**src/rtl/bayer_pattern_src.sv**
```systemverilog
module bayer_pattern_src #(
  parameter int DW     = 12,
  parameter int COL_W  = 12,
  parameter int ROW_W  = 12,
  parameter int MODE_W = 9,
  parameter int ACT_W  = 64,
  parameter int ACT_H  = 32
) (
  input  logic              clk,
  input  logic              rst_n,
  input  logic              in_frame,
  input  logic              in_line,
  input  logic              in_valid,
  input  logic [DW-1:0]     in_pix,
  input  logic [COL_W-1:0]  in_col,
  input  logic [ROW_W-1:0]  in_row,
  input  logic              in_active,
  input  logic [MODE_W-1:0] mode,
  input  logic [DW-1:0]     lvl_red,
  input  logic [DW-1:0]     lvl_grn,
  input  logic [DW-1:0]     lvl_blu,
  output logic              out_frame,
  output logic              out_line,
  output logic              out_valid,
  output logic [DW-1:0]     out_pix
);

  localparam int          BAR_W  = ACT_W / 8;
  localparam logic [31:0] FULL32 = (32'd1 << DW) - 32'd1;
  localparam logic [31:0] GRAY32 = 32'd1 << (DW - 1);
  localparam logic [31:0] LAST_R = 32'(ACT_H - 1);
  localparam logic [31:0] WALK_N = 32'(DW);

  localparam logic [MODE_W-1:0] M_PASS  = MODE_W'(0);
  localparam logic [MODE_W-1:0] M_SOLID = MODE_W'(1);
  localparam logic [MODE_W-1:0] M_BARS  = MODE_W'(2);
  localparam logic [MODE_W-1:0] M_FADE  = MODE_W'(3);
  localparam logic [MODE_W-1:0] M_WALK  = MODE_W'(256);

  logic [31:0] col32, row32, bar_raw, row_cl, walk_idx;
  logic [31:0] fade_hi, fade_lo;
  logic [2:0]  bar_idx, rgb;
  logic        is_red, is_blu, is_grn, comp_on;
  logic [DW-1:0] site_lvl, bar_lvl, fade_lvl, walk_lvl, nxt_pix;

  assign col32 = 32'(in_col);
  assign row32 = 32'(in_row);

  assign is_red = ~in_row[0] &  in_col[0];
  assign is_blu =  in_row[0] & ~in_col[0];
  assign is_grn = ~(is_red | is_blu);

  assign site_lvl = is_red ? lvl_red : (is_blu ? lvl_blu : lvl_grn);

  assign bar_raw = col32 / 32'(BAR_W);
  assign bar_idx = (bar_raw > 32'd7) ? 3'd7 : bar_raw[2:0];

  always_comb begin
    case (bar_idx)
      3'd0:    rgb = 3'b111;
      3'd1:    rgb = 3'b110;
      3'd2:    rgb = 3'b011;
      3'd3:    rgb = 3'b010;
      3'd4:    rgb = 3'b101;
      3'd5:    rgb = 3'b100;
      3'd6:    rgb = 3'b001;
      default: rgb = 3'b000;
    endcase
  end

  assign comp_on = is_red ? rgb[2] : (is_grn ? rgb[1] : rgb[0]);
  assign bar_lvl = comp_on ? DW'(FULL32) : '0;

  assign row_cl  = (row32 > LAST_R) ? LAST_R : row32;
  assign fade_hi = FULL32 - ((FULL32 - GRAY32) * row_cl) / LAST_R;
  assign fade_lo = (GRAY32 * row_cl) / LAST_R;
  assign fade_lvl = comp_on ? DW'(fade_hi) : DW'(fade_lo);

  assign walk_idx = col32 % WALK_N;
  assign walk_lvl = DW'(32'd1 << walk_idx);

  always_comb begin
    nxt_pix = in_pix;
    case (mode)
      M_SOLID: nxt_pix = site_lvl;
      M_BARS:  nxt_pix = in_active ? bar_lvl  : site_lvl;
      M_FADE:  nxt_pix = in_active ? fade_lvl : site_lvl;
      M_WALK:  nxt_pix = in_active ? walk_lvl : site_lvl;
      M_PASS:  nxt_pix = in_pix;
      default: nxt_pix = in_pix;
    endcase
  end

  always_ff @(posedge clk or negedge rst_n) begin
    if (!rst_n) begin
      out_frame <= 1'b0;
      out_line  <= 1'b0;
      out_valid <= 1'b0;
      out_pix   <= '0;
    end else begin
      out_frame <= in_frame;
      out_line  <= in_line;
      out_valid <= in_valid;
      out_pix   <= nxt_pix;
    end
  end

endmodule

```
**config.mk**
```make
export PLATFORM = sky130hd
export DESIGN_NAME = bayer_pattern_src
export DESIGN_NICKNAME = d
export VERILOG_FILES = /design/src/rtl/bayer_pattern_src.sv
export SDC_FILE = /design/constraint.sdc
export NUM_CORES = 1
export LEC_CHECK = 0
export BUFFER_PORTS_ARGS = -buffer_cell sky130_fd_sc_hd__buf_2
export CAP_MARGIN = 0
export CORE_MARGIN = 3
export CORE_UTILIZATION = 55
export DETAILED_ROUTE_END_ITERATION = 7
export GPL_TIMING_DRIVEN = 1
export PLACE_DENSITY = 0.74
export SYNTH_ARGS = -nofsm -noshare
export SYNTH_HDL_FRONTEND = slang
export SYNTH_SLANG_ARGS = --single-unit
```
**constraint.sdc**
```tcl
create_clock -name clk -period 0.8 [get_ports clk]
set_input_delay 0.16 -clock clk [delete_from_list [all_inputs] [get_ports clk]]
set_output_delay 0.16 -clock clk [all_outputs]
set_load 0.01 [all_outputs]
```
==> flow_metrics.py, run 1 <==
metrics = {
    "synth": {
        "yosysSeqAreaShare_pct": 3.40,
        "synth_area_mm2": 0.0110,
        "synthesis.instances": 1498,
        "synth.area.mux_share_pct": 3.18,
        "synthesis.area_per_instance_um2": 7.37,
        "synth-seq-cells": 15,
        "area_leader_netlist": "sky130_fd_sc_hd__fa_1",
        "synth.area.top_cells": "sky130_fd_sc_hd__fa_1 (12%), sky130_fd_sc_hd__ha_1 (9.0%), sky130_fd_sc_hd__a21oi_1 (5.1%), sky130_fd_sc_hd__inv_1 (4.8%), sky130_fd_sc_hd__nand2_1 (4.5%)",
        "post_synth_and_or_nand_nor_area_fraction_pct": 24.6,
        "synth-xor-area-share_pct": 7.78,
        "synth.yosys.warnings": 0,
        "synth.distinct_cells": 119,
        "synth_fa_ha_area_share_pct": 21.1,
        "synth-main-ff-cell": "sky130_fd_sc_hd__dfrtp_1",
        "post_synthesis_compound_gate_area_fraction_pct": 32.9,
        "dominant_combinational_cell_family_by_area_after_synthesis": "compound AO/OA/AOI/OAI gates",
        "netlist.area_leader.share_pct": 12.0,
        "async_s_r_ff_share_synth_pct": 100,
        "number_of_enable_flip_flop_cells_after_synthesis": 0,
    },
    "clock_tree": {
        "clkSinkCount": 15,
        "cts.root.buffer_cell": "sky130_fd_sc_hd__clkbuf_16",
        "cts_max_level": 1,
        "cts-buffers-inserted": 3,
        "cts-root-to-sink-buffers": 2,
    },
    "global_routing": {
        "overall_global_routing_usage_pct": 69.0,
        "grt_start_max_net_pins": 25,
        "grt-ovfl-total": 2,
    },
    "placement": {
        "placed_area_mm2": 0.0159,
        "dp_hpwl_um": 33000,
        "io_buffers": 101,
        "dp_slack_ns": -12.09,
        "finalWeightedCongestion": 0.982,
    },
    "floorplan": {
        "num_rows": 51,
        "initial_utilization_pct": 56.4,
        "die_w_um": 148,
        "floorplan.die.height_um": 148,
        "floorplan.io_pins": 102,
    },
    "timing": {
        "repair-timing-grt-worst-ep": "out_pix[0]$_DFF_PN0_/D",
        "endpoint_type": "register data pin",
    },
    "outcome": {
        "failing_step": "5_1_grt",
        "stop_error": "[ERROR GRT-0232] Routing congestion too high. Check the congestion heatmap in the GUI.",
        "result_of_the_run": "stopped before the end",
    },
}
[cell families after synthesis]
kind of cell	Yosys count
AO/OA/AOI/OAI	497
XOR/XNOR	93
adder cells (fa/ha/maj)	147
buffers and inverters	187
flip-flops	15
multiplexers	33
other	2
AND/OR/NAND/NOR	524
[metal layers]
layer | global-route usage, % | GRT overflow
met5 | 15.9 | 0
met4 | 70.5 | 0
met3 | 53.4 | 0
met2 | 88.5 | 2
met1 | 66.3 | 0
[what timing repair did]
action / 4_1_cts
pin swaps: 111
hold endpoints to repair: 15
setup buffers: 53
gates resized for setup: 184
endpoints found under the setup margin: 27
hold buffers: 1
[metrics by stage]
| stage | cells | hold slack [ns] |
|---|---|---|
| 4_1_cts | 2414 | 0.00950 |
| 2_1_floorplan | 1537 | -0.136 |
| 3_5_place_dp | 2357 | 0.0999 |
| 3_3_place_gp | 2357 | 0.0902 |
[Yosys cell counts, types with 17 or more instances]
cell type and number:
sky130_fd_sc_hd__o21a_1 19, sky130_fd_sc_hd__o21ai_1 18, sky130_fd_sc_hd__inv_1 142, sky130_fd_sc_hd__fa_1 66, sky130_fd_sc_hd__o21ai_0 74, sky130_fd_sc_hd__nand2_1 131
sky130_fd_sc_hd__xnor2_1 54, sky130_fd_sc_hd__clkbuf_1 24, sky130_fd_sc_hd__a211oi_1 27, sky130_fd_sc_hd__a21oi_1 112, sky130_fd_sc_hd__mux2i_1 25, sky130_fd_sc_hd__nor2_1 106
sky130_fd_sc_hd__and2_1 25, sky130_fd_sc_hd__and3_1 17, sky130_fd_sc_hd__or3_1 21, sky130_fd_sc_hd__nand4_1 19, sky130_fd_sc_hd__a21o_1 20, sky130_fd_sc_hd__a31oi_1 20
sky130_fd_sc_hd__nor3_1 36, sky130_fd_sc_hd__xor2_1 33, sky130_fd_sc_hd__nor4_1 18, sky130_fd_sc_hd__nand3_1 55, sky130_fd_sc_hd__ha_1 79, sky130_fd_sc_hd__nand2b_1 19
==> run 2: changes to the inputs <==
--- a/config.mk
+++ b/config.mk
@@ -8,10 +8,10 @@
 export BUFFER_PORTS_ARGS = -buffer_cell sky130_fd_sc_hd__buf_2
 export CAP_MARGIN = 0
 export CORE_MARGIN = 3
-export CORE_UTILIZATION = 55
+export CORE_UTILIZATION = 40
 export DETAILED_ROUTE_END_ITERATION = 7
 export GPL_TIMING_DRIVEN = 1
-export PLACE_DENSITY = 0.74
+export PLACE_DENSITY_LB_ADDON = 0.15
 export SYNTH_ARGS = -nofsm -noshare
 export SYNTH_HDL_FRONTEND = slang
 export SYNTH_SLANG_ARGS = --single-unit
==> run 2 against run 1 <==
  * The flow now finishes, with violations (negative setup slack)
  * Synthesized cell count did not move
  * Area after synthesis did not move
==> flow_metrics.py, run 2 <==
metrics = {
    "outcome": {
        "result_of_the_run": "finished with violations",
        "violations": "negative setup slack",
    },
    "synth": {
        "synthesis.area_per_instance_um2": 7.37,
        "synthesis.instances": 1498,
        "yosysMostFrequentCell": "sky130_fd_sc_hd__inv_1",
        "synth.cells.most_frequent": "sky130_fd_sc_hd__inv_1 (142), sky130_fd_sc_hd__nand2_1 (131), sky130_fd_sc_hd__a21oi_1 (112), sky130_fd_sc_hd__nor2_1 (106), sky130_fd_sc_hd__ha_1 (79)",
        "synth_area_mm2": 0.0110,
        "synth.yosys.warnings": 0,
        "synth.area.top_cells": "sky130_fd_sc_hd__fa_1 (12%), sky130_fd_sc_hd__ha_1 (9.0%), sky130_fd_sc_hd__a21oi_1 (5.1%), sky130_fd_sc_hd__inv_1 (4.8%), sky130_fd_sc_hd__nand2_1 (4.5%)",
        "synth-main-ff-cell": "sky130_fd_sc_hd__dfrtp_1",
        "number_of_enable_flip_flop_cells_after_synthesis": 0,
        "netlist.area_leader.share_pct": 12.0,
        "synth-seq-cells": 15,
        "synth.distinct_cells": 119,
        "async_s_r_ff_share_synth_pct": 100,
        "yosysSeqAreaShare_pct": 3.40,
        "area_leader_netlist": "sky130_fd_sc_hd__fa_1",
    },
    "layout": {
        "largest_reg_flops": 12,
        "largest-register": "out_pix",
        "filler_cell_count": 2349,
        "area.growth.synth_to_final_pct": 58.3,
        "fin_area_mm2": 0.0175,
        "final_common_cell": "sky130_fd_sc_hd__buf_4",
        "multi_input_area_mm2": 0.0113,
        "antenna_cells": 0,
        "layoutNonFillerInstCount": 2481,
        "layout.cells.most_common_list": "sky130_fd_sc_hd__buf_4 (513), sky130_fd_sc_hd__inv_1 (136), sky130_fd_sc_hd__nand2_1 (127)",
        "area.sequential_um2": 375,
        "finalNetCount": 2373,
        "drive_gt1_share_pct": 41.9,
    },
    "placement": {
        "dp_hpwl_um": 31400,
        "placed_area_mm2": 0.0158,
        "finalWeightedCongestion": 0.922,
        "dp.cells": 2405,
        "io_buffers": 101,
    },
    "job": {
        "cap_viol_max_count": 0,
    },
    "setup_path": {
        "endpoint_kind": "flip-flop",
        "element_type_at_the_critical_path_start": "input pin",
        "worst-endpoint-arrival_ns": 12.64,
        "timing.critical_path.slowest_stage_cell": "sky130_fd_sc_hd__or4_4",
        "critical_path_required_ns": 0.92,
        "critPathMostFrequentCell": "sky130_fd_sc_hd__buf_4",
        "delay_of_the_slowest_critical_path_stage_ns": 0.57,
        "crit_path_max_fanout": 7,
        "timing.setup.critical_path_class": "in -> reg",
    },
    "timing": {
        "postLayoutSetupSlackWorst_ns": -11.72,
        "setup_viol_count_final": 27,
        "final.period_utilization_pct": 1560,
        "post-route-min-period_ns": 12.52,
        "hold_violations": 0,
        "fin_hold_ws_ns": 0.0231,
        "timing_max_transition_violations_final": 0,
        "rsz0062_at_grt": "yes",
        "timing.max_slew.rel_slack_pct": 54.9,
        "fmax_mhz": 79.9,
        "timing_worst_slew_pin_value_ns": 0.674,
    },
    "global_routing": {
        "overall_global_routing_usage_pct": 25.4,
        "antenna_found_initial": 0,
        "grt_start_max_net_pins": 25,
        "grt_pass1_wl_um": 63600,
        "grt-ovfl-total": 0,
        "first_global_vias": 13500,
    },
    "floorplan": {
        "floorplan.die_area_mm2": 0.0296,
        "num_rows": 60,
        "floorplan.die.height_um": 172,
        "initial_utilization_pct": 40.9,
        "die_w_um": 172,
        "core_area_mm2": 0.0270,
        "floorplan.io_pins": 102,
    },
    "clock_tree": {
        "clk_transition_reported_paths_ns": 0.04,
        "cts-root-to-sink-buffers": 2,
        "clkSinkCount": 15,
        "cts.root.buffer_cell": "sky130_fd_sc_hd__clkbuf_16",
        "cts_max_level": 1,
        "cts_tree": "yes",
        "cts-buffers-inserted": 3,
    },
    "detailed_routing": {
        "post-route-drc-count": 0,
        "routed_wire_length_per_instance_um": 16.3,
        "routed_wirelength_um": 40300,
        "detailedRoute.firstPassIterationCount": 5,
        "drt.antenna.violating_nets": 0,
        "route.vias.total": 14000,
        "dr.first_iter.drc_count": 928,
        "viasPerCell": 5.65,
    },
    "hold_path": {
        "hold_path.class": "in -> reg",
    },
}
==> run 2: cell counts after synthesis <==
Identical to the previous run, type by type.
==> run 2: worst paths after layout <==
path | slack, ns | to | startpoint | depth (start not counted)
min in group asynchronous | 0.35 | out_pix[11]$_DFF_PN0_ | rst_n | 2
setup / recovery | -11.72 | out_pix[0]$_DFF_PN0_ | in_row[5] | 58
max in group asynchronous | 0.22 | out_pix[10]$_DFF_PN0_ | rst_n | 2
hold / removal | 0.02 | out_valid$_DFF_PN0_ | in_valid | 1
==> run 2: final cells by class <==
type | instances | share of cell area (%)
Timing Repair Buffer | 641 | 27.0
Clock buffer | 4 | 0.451
Multi-Input combinational cell | 1336 | 64.9
Inverter | 144 | 3.11
Sequential cell | 15 | 2.15
Tap cell | 341 | 2.44
==> run 2: repair_timing <==
item	CTS	global route
gates cloned	1	0
pin swaps	101	49
setup buffers	46	26
gates resized for setup	129	73
hold buffers	1	0
endpoints found under the hold margin	15	0
setup endpoints to repair	27	27
==> run 2: logic make-up (layout without fill, tap and decap cells) <==
| group | Yosys count | count (layout) | share of synthesized area, % |
|---|---|---|---|
| AOI/OAI and AO/OA | 497 | 498 | 32.9 |
| xor gates and xnor gates | 93 | 93 | 7.78 |
| DFF | 15 | 15 | 3.40 |
| muxes | 33 | 33 | 3.18 |
| buffers and inverters | 187 | 789 | 6.97 |
| adders and majority gates | 147 | 147 | 21.1 |
| and+or+nand+nor | 524 | 524 | 24.6 |
| other | 2 | 41 | 0.0680 |
==> run 2: stage by stage <==
step	utilization (%)	setup WS (ns)	TNS (ns)
global route	64.7	-12.14	-119.92
floorplan	-	-11.32	-110.03
finish	64.7	-11.72	-114.96
CTS	62.6	-11.27	-112.41
detailed placement	58.3	-12.05	-118.46
global placement	58.3	-11.77	-116.82
==> run 2: worst max-delay path, delay by kind of cell <==
family,cells,cell delay [ns]
AND/OR/NAND/NOR,15,3.42
AO/OA/AOI/OAI,20,4.72
adder cells (fa/ha/maj),7,2.50
buffers and inverters,12,1.34
XOR/XNOR,3,0.40
multiplexers,1,0.10
==> run 2: per-layer routing <==
metal / GRT usage [%] / routed length, um
met5: 0 / 0
met4: 6.11 / 1190
met3: 1.55 / 1960
met2: 47.6 / 20200
met1: 31.6 / 17000
Power of run 2 is left out: the tool's default activity adds up to more than one toggle a clock period on the data nets, which glitch-free logic cannot reach.
==> run 3: changes to the inputs <==
--- a/config.mk
+++ b/config.mk
@@ -12,6 +12,7 @@
 export DETAILED_ROUTE_END_ITERATION = 7
 export GPL_TIMING_DRIVEN = 1
 export PLACE_DENSITY_LB_ADDON = 0.15
+export SKIP_LAST_GASP = 1
 export SYNTH_ARGS = -nofsm -noshare
 export SYNTH_HDL_FRONTEND = slang
 export SYNTH_SLANG_ARGS = --single-unit
==> run 3 against run 2 <==
  * The flow still finishes with violations (negative setup slack)
  * Global-route usage is essentially flat
  * Design area shrank 0.24%
  * Die area did not move
  * Non-clock buffer count stayed put
  * Worst hold slack barely moved
  * Critical path depth rose by 2
  * First-iteration DRC count is 6.0% higher
  * Sequential share of layout area is essentially flat
  * Maximum frequency grew 0.41%
  * Clock-buffer cell count stayed put
  * Via count decreased by 0.51%
  * Routed wire length fell by 0.47%
  * Critical path type unchanged
  * Highest routed layer unchanged
==> flow_metrics.py, run 3 (synthesis results as in run 2) <==
metrics = {
    "floorplan": {
        "die_w_um": 172,
        "floorplan.io_pins": 102,
        "floorplan.die.height_um": 172,
        "core_area_mm2": 0.0270,
        "num_rows": 60,
        "initial_utilization_pct": 40.9,
        "floorplan.die_area_mm2": 0.0296,
    },
    "setup_path": {
        "crit_path_max_fanout": 7,
        "setup.worst_path.start": "in_row[5]",
        "timing.critical_path.slowest_stage_cell": "sky130_fd_sc_hd__or4_4",
        "worst-endpoint-arrival_ns": 12.58,
        "delay_of_the_slowest_critical_path_stage_ns": 0.57,
        "critical_path_required_ns": 0.92,
        "endpoint_kind": "flip-flop",
        "critPathMostFrequentCell": "sky130_fd_sc_hd__buf_4",
        "timing.setup.critical_path_class": "in -> reg",
        "element_type_at_the_critical_path_start": "input pin",
    },
    "job": {
        "cap_viol_max_count": 0,
    },
    "placement": {
        "dp.cells": 2405,
        "dp_hpwl_um": 31400,
        "io_buffers": 101,
        "finalWeightedCongestion": 0.922,
    },
    "detailed_routing": {
        "dr.first_iter.drc_count": 984,
        "viasPerCell": 5.62,
        "routed_wire_length_per_instance_um": 16.2,
        "routed_wirelength_um": 40100,
        "drt.antenna.violating_nets": 0,
        "post-route-drc-count": 0,
        "route.vias.total": 13900,
        "detailedRoute.firstPassIterationCount": 6,
    },
    "timing": {
        "totalNegativeSetupSlack_ns": -114.62,
        "final.period_utilization_pct": 1560,
        "post-route-min-period_ns": 12.47,
        "setup_viol_count_final": 27,
        "postLayoutSetupSlackWorst_ns": -11.67,
        "timing_worst_slew_pin_value_ns": 0.712,
        "rsz0062_at_grt": "yes",
        "hold_violations": 0,
        "timing_max_transition_violations_final": 0,
        "timing.max_slew.rel_slack_pct": 52.6,
        "fmax_mhz": 80.2,
    },
    "layout": {
        "largest-register": "out_pix",
        "layout.cells.most_common_list": "sky130_fd_sc_hd__buf_4 (516), sky130_fd_sc_hd__inv_1 (136), sky130_fd_sc_hd__nand2_1 (127)",
        "finalNetCount": 2373,
        "largest_reg_flops": 12,
        "final_common_cell": "sky130_fd_sc_hd__buf_4",
        "antenna_cells": 0,
        "area.growth.synth_to_final_pct": 58.0,
        "drive_gt1_share_pct": 41.5,
        "layoutNonFillerInstCount": 2481,
        "post-route-util_pct": 64.5,
    },
    "global_routing": {
        "overall_global_routing_usage_pct": 25.4,
        "first_global_vias": 13500,
        "antenna_found_initial": 0,
        "grt-ovfl-total": 0,
        "grt_pass1_wl_um": 63600,
        "grt_start_max_net_pins": 25,
    },
    "clock_tree": {
        "clk_transition_reported_paths_ns": 0.04,
        "cts-root-to-sink-buffers": 2,
        "cts-buffers-inserted": 3,
        "cts.root.buffer_cell": "sky130_fd_sc_hd__clkbuf_16",
        "cts_max_level": 1,
        "cts_tree": "yes",
        "clkSinkCount": 15,
    },
    "hold_path": {
        "launch_point_of_the_worst_hold_path": "in_valid",
        "hold_path.class": "in -> reg",
        "min_path_cells": 1,
    },
    "outcome": {
        "violations": "negative setup slack",
        "result_of_the_run": "finished with violations",
    },
}
## run 3: cell count changes in the layout (fill, tap and decap cells not counted), moves of 3 or more
cell,before,now
sky130_fd_sc_hd__buf_4,513,516
sky130_fd_sc_hd__o21ai_1,23,26
sky130_fd_sc_hd__o21ai_2,15,12
sky130_fd_sc_hd__buf_6,31,28
## run 3: per-layer routing
layer  global-route usage (%)  wire length [um]
met1                     31.6             17000
met2                     47.6             20200
met3                     1.55              1960
met4                     6.11              1060
met5                        0                 0
## run 3: path summary, 6_finish.rpt
kind / slack, ns / to
min in group asynchronous: 0.35 / out_pix[11]$_DFF_PN0_
max: -11.67 / out_pix[0]$_DFF_PN0_
min: 0.02 / out_valid$_DFF_PN0_
max in group asynchronous: 0.22 / out_pix[10]$_DFF_PN0_
## run 3: final cells by class
| class | instances | area [um2] |
|---|---|---|
| inverter | 144 | 543 |
| multi-input combinational | 1336 | 11300 |
| tap | 341 | 427 |
| clock buffer | 4 | 78.8 |
| timing repair buffer | 641 | 4710 |
| sequential | 15 | 375 |
| fill | 2357 | 9580 |
## run 3: per-stage QoR
step	hold slack (ns)	worst slack, ns	cell area [um2]
3_3_place_gp	0.0707	-11.77	15800
4_1_cts	0.0205	-11.27	16900
6_report	0.0230	-11.67	17400
3_5_place_dp	0.0703	-12.05	15800
5_1_grt	0.0242	-12.11	17400
2_1_floorplan	-0.136	-11.32	11500
## run 3: timing repair
| item | CTS | global route |
|---|---|---|
| pin swaps | 101 | 49 |
| gates cloned | 1 | 0 |
| hold buffers | 1 | 0 |
| gates resized for setup | 126 | 66 |
| setup buffers | 46 | 26 |
| hold endpoints to repair | 15 | 0 |
| setup endpoints to repair | 27 | 27 |
## run 3: worst max-delay path, delay by kind of cell
kind	cells	cell delay [ns]
AND/OR/NAND/NOR	15	3.20
XOR/XNOR	4	0.59
buffers and inverters	14	1.67
AO/OA/AOI/OAI	20	4.48
adder cells (fa/ha/maj)	7	2.50
Power of run 3 is left out for the same reason.
